<file path="config.mk">
export PLATFORM = sky130hd
export DESIGN_NAME = pwm_timebase
export DESIGN_NICKNAME = d
export VERILOG_FILES = /design/src/rtl/ptb_pkg.sv /design/src/rtl/ptb_prescaler.sv /design/src/rtl/ptb_regs.sv /design/src/rtl/ptb_counter.sv /design/src/rtl/pwm_timebase.sv
export SDC_FILE = /design/constraint.sdc
export NUM_CORES = 1
export LEC_CHECK = 0
export ABC_AREA = 1
export CORE_AREA = 2 2 114 116
export DETAILED_ROUTE_END_ITERATION = 8
export DIE_AREA = 0 0 116 118
export PLACE_DENSITY = 0.73
export SYNTH_ARGS = -nofsm -noshare
export SYNTH_HDL_FRONTEND = slang
export SYNTH_SLANG_ARGS = --single-unit
export TNS_END_PERCENT = 10
</file>
<file path="constraint.sdc">
create_clock -name clk -period 5.3 [get_ports clk]
set_input_delay 1.06 -clock clk [delete_from_list [all_inputs] [get_ports clk]]
set_output_delay 1.06 -clock clk [all_outputs]
set_load 0.02 [all_outputs]
</file>
<file path="src/rtl/ptb_pkg.sv">
package ptb_pkg;
    localparam int DEF_CNT_W = 16;
    localparam int DEF_LS_W  = 3;
    localparam int DEF_HS_W  = 3;

    // control-word field positions
    localparam int MODE_LSB = 0;
    localparam int LOAD_BIT = 3;
    localparam int HS_LSB   = 7;
    localparam int LS_LSB   = 10;

    typedef enum logic [1:0] {
        MODE_UP   = 2'b00,
        MODE_DOWN = 2'b01,
        MODE_UPDN = 2'b10,
        MODE_HOLD = 2'b11
    } cnt_mode_e;

    typedef enum logic [1:0] {
        ST_INC  = 2'b00,
        ST_DEC  = 2'b01,
        ST_HOLD = 2'b10
    } dir_state_e;

    localparam logic [1:0] ADDR_CTRL = 2'd0;
    localparam logic [1:0] ADDR_PRD  = 2'd1;
    localparam logic [1:0] ADDR_ACT  = 2'd2;
endpackage

</file>
<file path="src/rtl/ptb_prescaler.sv">
module ptb_prescaler
    import ptb_pkg::*;
#(
    parameter int LS_W = DEF_LS_W,
    parameter int HS_W = DEF_HS_W
) (
    input  logic            clk,
    input  logic            rst_n,
    input  logic [LS_W-1:0] ls_div,
    input  logic [HS_W-1:0] hs_div,
    output logic            tick
);
    localparam int PS_W = HS_W + 1 + (2 ** LS_W) - 1;

    logic [HS_W:0]   hs_factor;
    logic [PS_W-1:0] factor;
    logic [PS_W-1:0] pc_q;

    always_comb begin
        hs_factor = (hs_div == '0) ? (HS_W+1)'(1) : {hs_div, 1'b0};
        factor    = PS_W'(hs_factor) << ls_div;
        tick      = (pc_q >= factor - PS_W'(1));
    end

    always_ff @(posedge clk or negedge rst_n) begin
        if (!rst_n)
            pc_q <= '0;
        else if (tick)
            pc_q <= '0;
        else
            pc_q <= pc_q + PS_W'(1);
    end
endmodule

</file>
<file path="src/rtl/ptb_regs.sv">
module ptb_regs
    import ptb_pkg::*;
#(
    parameter int W    = DEF_CNT_W,
    parameter int LS_W = DEF_LS_W,
    parameter int HS_W = DEF_HS_W
) (
    input  logic         clk,
    input  logic         rst_n,
    input  logic         we,
    input  logic [1:0]   addr,
    input  logic [W-1:0] wdata,
    input  logic         zero_evt,
    output logic [W-1:0] ctrl_q,
    output logic [W-1:0] prd_active,
    output logic [W-1:0] prd_next,
    output logic [W-1:0] shadow_o,
    output logic [W-1:0] rdata
);
    localparam int MASK_I = (((1 << LS_W) - 1) << LS_LSB)
                          | (((1 << HS_W) - 1) << HS_LSB)
                          | (1 << LOAD_BIT)
                          | (3 << MODE_LSB);
    localparam logic [W-1:0] CTRL_MASK = W'(MASK_I);

    logic [W-1:0] shadow_q;
    logic         imm_mode;
    logic         shadow_load;

    always_comb begin
        imm_mode    = ctrl_q[LOAD_BIT];
        shadow_load = zero_evt && !imm_mode;
        prd_next    = shadow_load ? shadow_q : prd_active;
        shadow_o    = shadow_q;
    end

    always_ff @(posedge clk or negedge rst_n) begin
        if (!rst_n) begin
            ctrl_q     <= '0;
            shadow_q   <= '1;
            prd_active <= '1;
        end else begin
            if (we && addr == ADDR_CTRL)
                ctrl_q <= wdata & CTRL_MASK;
            if (we && addr == ADDR_PRD)
                shadow_q <= wdata;
            if (we && addr == ADDR_PRD && imm_mode)
                prd_active <= wdata;
            else if (shadow_load)
                prd_active <= shadow_q;
        end
    end

    always_comb begin
        unique case (addr)
            ADDR_CTRL: rdata = ctrl_q;
            ADDR_PRD:  rdata = shadow_q;
            ADDR_ACT:  rdata = prd_active;
            default:   rdata = '0;
        endcase
    end
endmodule

</file>
<file path="src/rtl/ptb_counter.sv">
module ptb_counter
    import ptb_pkg::*;
#(
    parameter int W = DEF_CNT_W
) (
    input  logic         clk,
    input  logic         rst_n,
    input  logic         tick,
    input  cnt_mode_e    mode,
    input  logic [W-1:0] prd_next,
    input  logic [W-1:0] prd_act,
    output logic [W-1:0] cnt_o,
    output logic         at_zero,
    output logic         at_prd
);
    dir_state_e   state_q, state_d;
    logic [W-1:0] cnt_q, cnt_d;

    // state register
    always_ff @(posedge clk or negedge rst_n) begin
        if (!rst_n) begin
            state_q <= ST_INC;
            cnt_q   <= '0;
        end else begin
            state_q <= state_d;
            cnt_q   <= cnt_d;
        end
    end

    // next state and next count
    always_comb begin
        state_d = state_q;
        cnt_d   = cnt_q;
        if (tick) begin
            unique case (mode)
                MODE_HOLD: state_d = ST_HOLD;
                MODE_UP: begin
                    state_d = ST_INC;
                    cnt_d   = (cnt_q >= prd_next) ? '0 : cnt_q + W'(1);
                end
                MODE_DOWN: begin
                    state_d = ST_DEC;
                    cnt_d   = (cnt_q == '0 || cnt_q > prd_next) ? prd_next
                                                                : cnt_q - W'(1);
                end
                MODE_UPDN: begin
                    if (state_q == ST_DEC) begin
                        if (cnt_q == '0) begin
                            state_d = ST_INC;
                            cnt_d   = (prd_next == '0) ? '0 : W'(1);
                        end else begin
                            cnt_d = cnt_q - W'(1);
                        end
                    end else if (cnt_q >= prd_next) begin
                        if (cnt_q == '0) begin
                            state_d = ST_INC;
                        end else begin
                            state_d = ST_DEC;
                            cnt_d   = cnt_q - W'(1);
                        end
                    end else begin
                        state_d = ST_INC;
                        cnt_d   = cnt_q + W'(1);
                    end
                end
                default: state_d = state_q;
            endcase
        end
    end

    // outputs
    always_comb begin
        cnt_o   = cnt_q;
        at_zero = tick && (mode != MODE_HOLD) && (cnt_q == '0);
        at_prd  = tick && (mode != MODE_HOLD) && (cnt_q == prd_act);
    end
endmodule

</file>
<file path="src/rtl/pwm_timebase.sv">
module pwm_timebase
    import ptb_pkg::*;
#(
    parameter int CNT_W = DEF_CNT_W,
    parameter int LS_W  = DEF_LS_W,
    parameter int HS_W  = DEF_HS_W
) (
    input  logic             clk,
    input  logic             rst_n,
    input  logic             reg_we,
    input  logic [1:0]       reg_addr,
    input  logic [CNT_W-1:0] reg_wdata,
    output logic [CNT_W-1:0] reg_rdata,
    output logic [CNT_W-1:0] cnt_o,
    output logic             evt_zero,
    output logic             evt_prd
);
    logic [CNT_W-1:0] ctrl_q;
    logic [CNT_W-1:0] prd_active;
    logic [CNT_W-1:0] prd_next;
    logic [CNT_W-1:0] prd_shadow;
    logic             tick;
    cnt_mode_e        mode;

    always_comb mode = cnt_mode_e'(ctrl_q[MODE_LSB +: 2]);

    ptb_regs #(.W(CNT_W), .LS_W(LS_W), .HS_W(HS_W)) u_regs (
        .clk        (clk),
        .rst_n      (rst_n),
        .we         (reg_we),
        .addr       (reg_addr),
        .wdata      (reg_wdata),
        .zero_evt   (evt_zero),
        .ctrl_q     (ctrl_q),
        .prd_active (prd_active),
        .prd_next   (prd_next),
        .shadow_o   (prd_shadow),
        .rdata      (reg_rdata)
    );

    ptb_prescaler #(.LS_W(LS_W), .HS_W(HS_W)) u_pre (
        .clk    (clk),
        .rst_n  (rst_n),
        .ls_div (ctrl_q[LS_LSB +: LS_W]),
        .hs_div (ctrl_q[HS_LSB +: HS_W]),
        .tick   (tick)
    );

    ptb_counter #(.W(CNT_W)) u_cnt (
        .clk      (clk),
        .rst_n    (rst_n),
        .tick     (tick),
        .mode     (mode),
        .prd_next (prd_next),
        .prd_act  (prd_active),
        .cnt_o    (cnt_o),
        .at_zero  (evt_zero),
        .at_prd   (evt_prd)
    );
endmodule

</file>
==> flow_summary.toml <==
[status]
outcome = "finished, final reports clean"

[clocking]
cts_root_buf = "clkbuf_16"
numCtsBuffers = 9
clkTransAtPathRegs_ns = 0.06
cts_max_path_buffers = 2
clock_latency_ns = 0.34
cts_tree = "built"
cts_sinks = 70
htree_levels = 3

[finish]
num_antenna_cells = 0
layout_commonest_cell = "nand2_1"
final_cell_mix = "nand2_1, inv_1, nand3_1"
finalNonFillerCells = 1154
drive_gt1_frac = 0.141
fin_nets = 1031
syn2layout_area_growth_pct = 21.3
fillCellCount = 1174

[yosys]
synth_edf_count = 0
post_synth_num_cell_types = 44
synth_flop_cell = "dfrtp_1"
ys_seq_area_frac = 0.292
synth_fp_nets = 971
yosys_register_bits = 70
ys_warn_count = 0
synthArstFlopShare = 1.00
syn_avg_cell_area_um2 = 6.70
syn-instance-count = 917
netlist_area_um2 = 6140

[sta]
maxSlewViolCount = 0
setup_viol = 0
fin_crit_ns = 5.11
post-route-period-util = 0.964
max-slew-margin-rel = 0.465
fmax_mhz = 196
hold_viol_final = 0
worst_pin_slew_ns = 0.803
rsz0062_at_grt = "yes"
fin_skew_ns = 0.00466

[critical_path]
reg2reg_slack_ns = 0.32
worstPathArrival_ns = 4.05
max_stage_delay_ns = 0.55
r2r_start = "u_regs.ctrl_q[9]"
setup.worst_path.class = "flop to output port"
worst_r2r_path_depth = 35
path_common_cell = "nand2_1"
cp-start-kind = "flop"
cp-endpoint = "evt_zero"
end_kind = "output port"
cp_cell_sequence = "nor3_2 -> nand2_1 -> nor2_1 -> nand2_1 -> ha_1 -> nand2_1 -> nor2_2 -> nand2_1 -> nor2_2 -> nand3b_1 -> xor2_1 -> ha_1 -> nand2_1 -> inv_2 -> nand2_1 -> inv_1 -> nand2_1 -> nand2_1 -> nor2_1 -> nor2_4 -> inv_1 -> nor2_1 -> clkdlybuf4s50_1"
worstPathMaxFanout = 5
cpMaxStageDelayCell = "clkdlybuf4s50_1"
startpoint = "u_regs.ctrl_q[8]"
timing.rr.end = "u_cnt.cnt_o[7]"
cp.required_ns = 4.24

[placement]
dp_hpwl_um = 13600
io_buffers = 54
globalplace.congestion = 0.969
place_inst = 1132

[drt]
ant_nets = 0
dr.first_iter.drc_count = 642
wl_per_cell_um = 16.6
via_per_inst = 5.60
drc = 0
drt_wl_total_um = 19100
vias = 6459
dr.pass1.iters = 5

[grt]
gr-max-usage-layer = "met2"
grt_pass1_vias = 5976
met2_usage = 0.430
grt_pass1_wl_um = 30400
antenna_found_initial = 0
global_route.usage.met1 = 0.399
grt_max_degree = 38
grt_use_total = 0.280
grt_use_met3 = 0.0350
grt-ovfl-total = 0

[pwr]
power_density_nw_per_um2 = 607
ir_drop_mv = 0.287
p_leak_uw = 0.00360
fin_total_pwr_uw = 4530

[die]
die-area_um2 = 13700
core-area_um2 = 12400
num_rows = 41
io_pins = 55
die_h_um = 118
initial_core_util = 0.495
die_w_um = 116

[job]
max_cap_violations = 0

[worst_hold_path]
min_path_type = "flop to flop"
==> metal layers <==
| layer | share of wire | up-vias |
|---|---|---|
| li1 | - | 3115 |
| met2 | 0.46 | 294 |
| met5 | 0 | - |
| met1 | 0.44 | 3009 |
| met4 | 0.023 | 0 |
| met3 | 0.080 | 41 |
==> flip-flops by register name, indices dropped and copies added, names as in the netlist <==
register and flops:
u_cnt.state_q 2, u_pre.pc_q 11, u_cnt.cnt_o 16, u_regs.prd_active 16
u_regs.shadow_o 16, u_regs.ctrl_q 9
==> report_power, final <==
group / switching [uW] / internal (uW)
clock network: 259 / 368
logic: 1760 / 1100
registers: 271 / 768
total: 2290 / 2230
==> worst max-delay path, delay by kind of cell (launching register included) <==
| family | cells | cell delay [ns] |
|---|---|---|
| xor gates and xnor gates | 1 | 0.17 |
| DFF | 1 | 0.43 |
| adders and majority gates | 2 | 0.50 |
| buffers and inverters | 4 | 0.80 |
| and+or+nand+nor | 16 | 1.76 |
==> repair_timing <==
action                     4_1_cts  5_1_grt
resized for setup                3       37
gates cloned                     0        2
pin swaps                        0        5
hold buffers                     0        0
buffers inserted                 0        4
setup endpoints to repair       17       19
==> cell type report <==
class	count	area (um2)	share of cell area
Timing Repair Buffer	91	858	0.115
Clock buffer	10	229	0.0307
Multi-Input combinational cell	681	3820	0.513
Tap cell	172	215	0.0289
Sequential cell	70	1790	0.241
Inverter	124	465	0.0624
Clock inverter	6	70.1	0.00940
==> metrics by stage <==
step / area, um2 / setup slack (ns) / hold slack, ns / util / TNS (ns)
2_1_floorplan: 6140 / 0.370 / 0.454 / - / 0
3_3_place_gp: 6950 / 0.0989 / 0.475 / 0.560 / 0
3_5_place_dp: 6950 / 0.00490 / 0.486 / 0.560 / 0
4_1_cts: 7270 / 0.00112 / 0.495 / 0.585 / 0
5_1_grt: 7450 / -0.126 / 0.508 / 0.600 / -1.51
6_report: 7450 / 0.193 / 0.494 / 0.600 / 0
==> kinds of logic (layout without fill, tap and decap cells) <==
family | Yosys count | in the layout | share of synthesized area
and+or+nand+nor | 456 | 457 | 0.336
muxes | 1 | 1 | 0.00183
AOI/OAI and AO/OA | 145 | 145 | 0.131
xor gates and xnor gates | 45 | 45 | 0.0641
adders and majority gates | 33 | 33 | 0.0672
buffers and inverters | 167 | 231 | 0.108
DFF | 70 | 70 | 0.292
==> synthesized netlist by cell type, types with 2 or more instances <==
| master | count | share of area |
|---|---|---|
| a211oi_1 | 2 | 0.0024 |
| a21oi_1 | 40 | 0.033 |
| a221oi_1 | 3 | 0.0043 |
| buf_2 | 16 | 0.013 |
| buf_4 | 2 | 0.0024 |
| clkbuf_1 | 23 | 0.014 |
| dfrtp_1 | 38 | 0.15 |
| dfstp_2 | 32 | 0.14 |
| ha_1 | 33 | 0.067 |
| inv_1 | 119 | 0.073 |
| inv_2 | 4 | 0.0024 |
| nand2_1 | 233 | 0.14 |
| nand2_2 | 3 | 0.0031 |
| nand2_4 | 3 | 0.0055 |
| nand3_1 | 87 | 0.071 |
| nand3_2 | 2 | 0.0033 |
| nand3_4 | 3 | 0.0086 |
| nand4_1 | 24 | 0.024 |
| nor2_1 | 68 | 0.042 |
| nor2_2 | 3 | 0.0031 |
| nor2_4 | 2 | 0.0037 |
| nor3_1 | 15 | 0.012 |
| nor3_2 | 2 | 0.0033 |
| nor4_1 | 7 | 0.0071 |
| o211ai_1 | 10 | 0.012 |
| o21a_1 | 3 | 0.0037 |
| o21ai_0 | 73 | 0.059 |
| o21ai_1 | 5 | 0.0041 |
| o21bai_1 | 2 | 0.0024 |
| o22ai_1 | 3 | 0.0031 |
| xnor2_1 | 2 | 0.0029 |
| xor2_1 | 43 | 0.061 |
==> worst min path at each step <==
stage | startpoint | end | cells after the start
after floorplan | u_pre.pc_q[0] | u_pre.pc_q[0] | 1
after global placement | u_cnt.state_q[1] | u_cnt.state_q[1] | 2
after detailed placement | u_pre.pc_q[0] | u_pre.pc_q[0] | 1
after CTS | u_pre.pc_q[0] | u_pre.pc_q[0] | 1
after global routing | u_regs.shadow_o[12] | u_regs.shadow_o[12] | 2
final | u_regs.shadow_o[11] | u_regs.shadow_o[11] | 2
(Power assumes the default switching activity.)
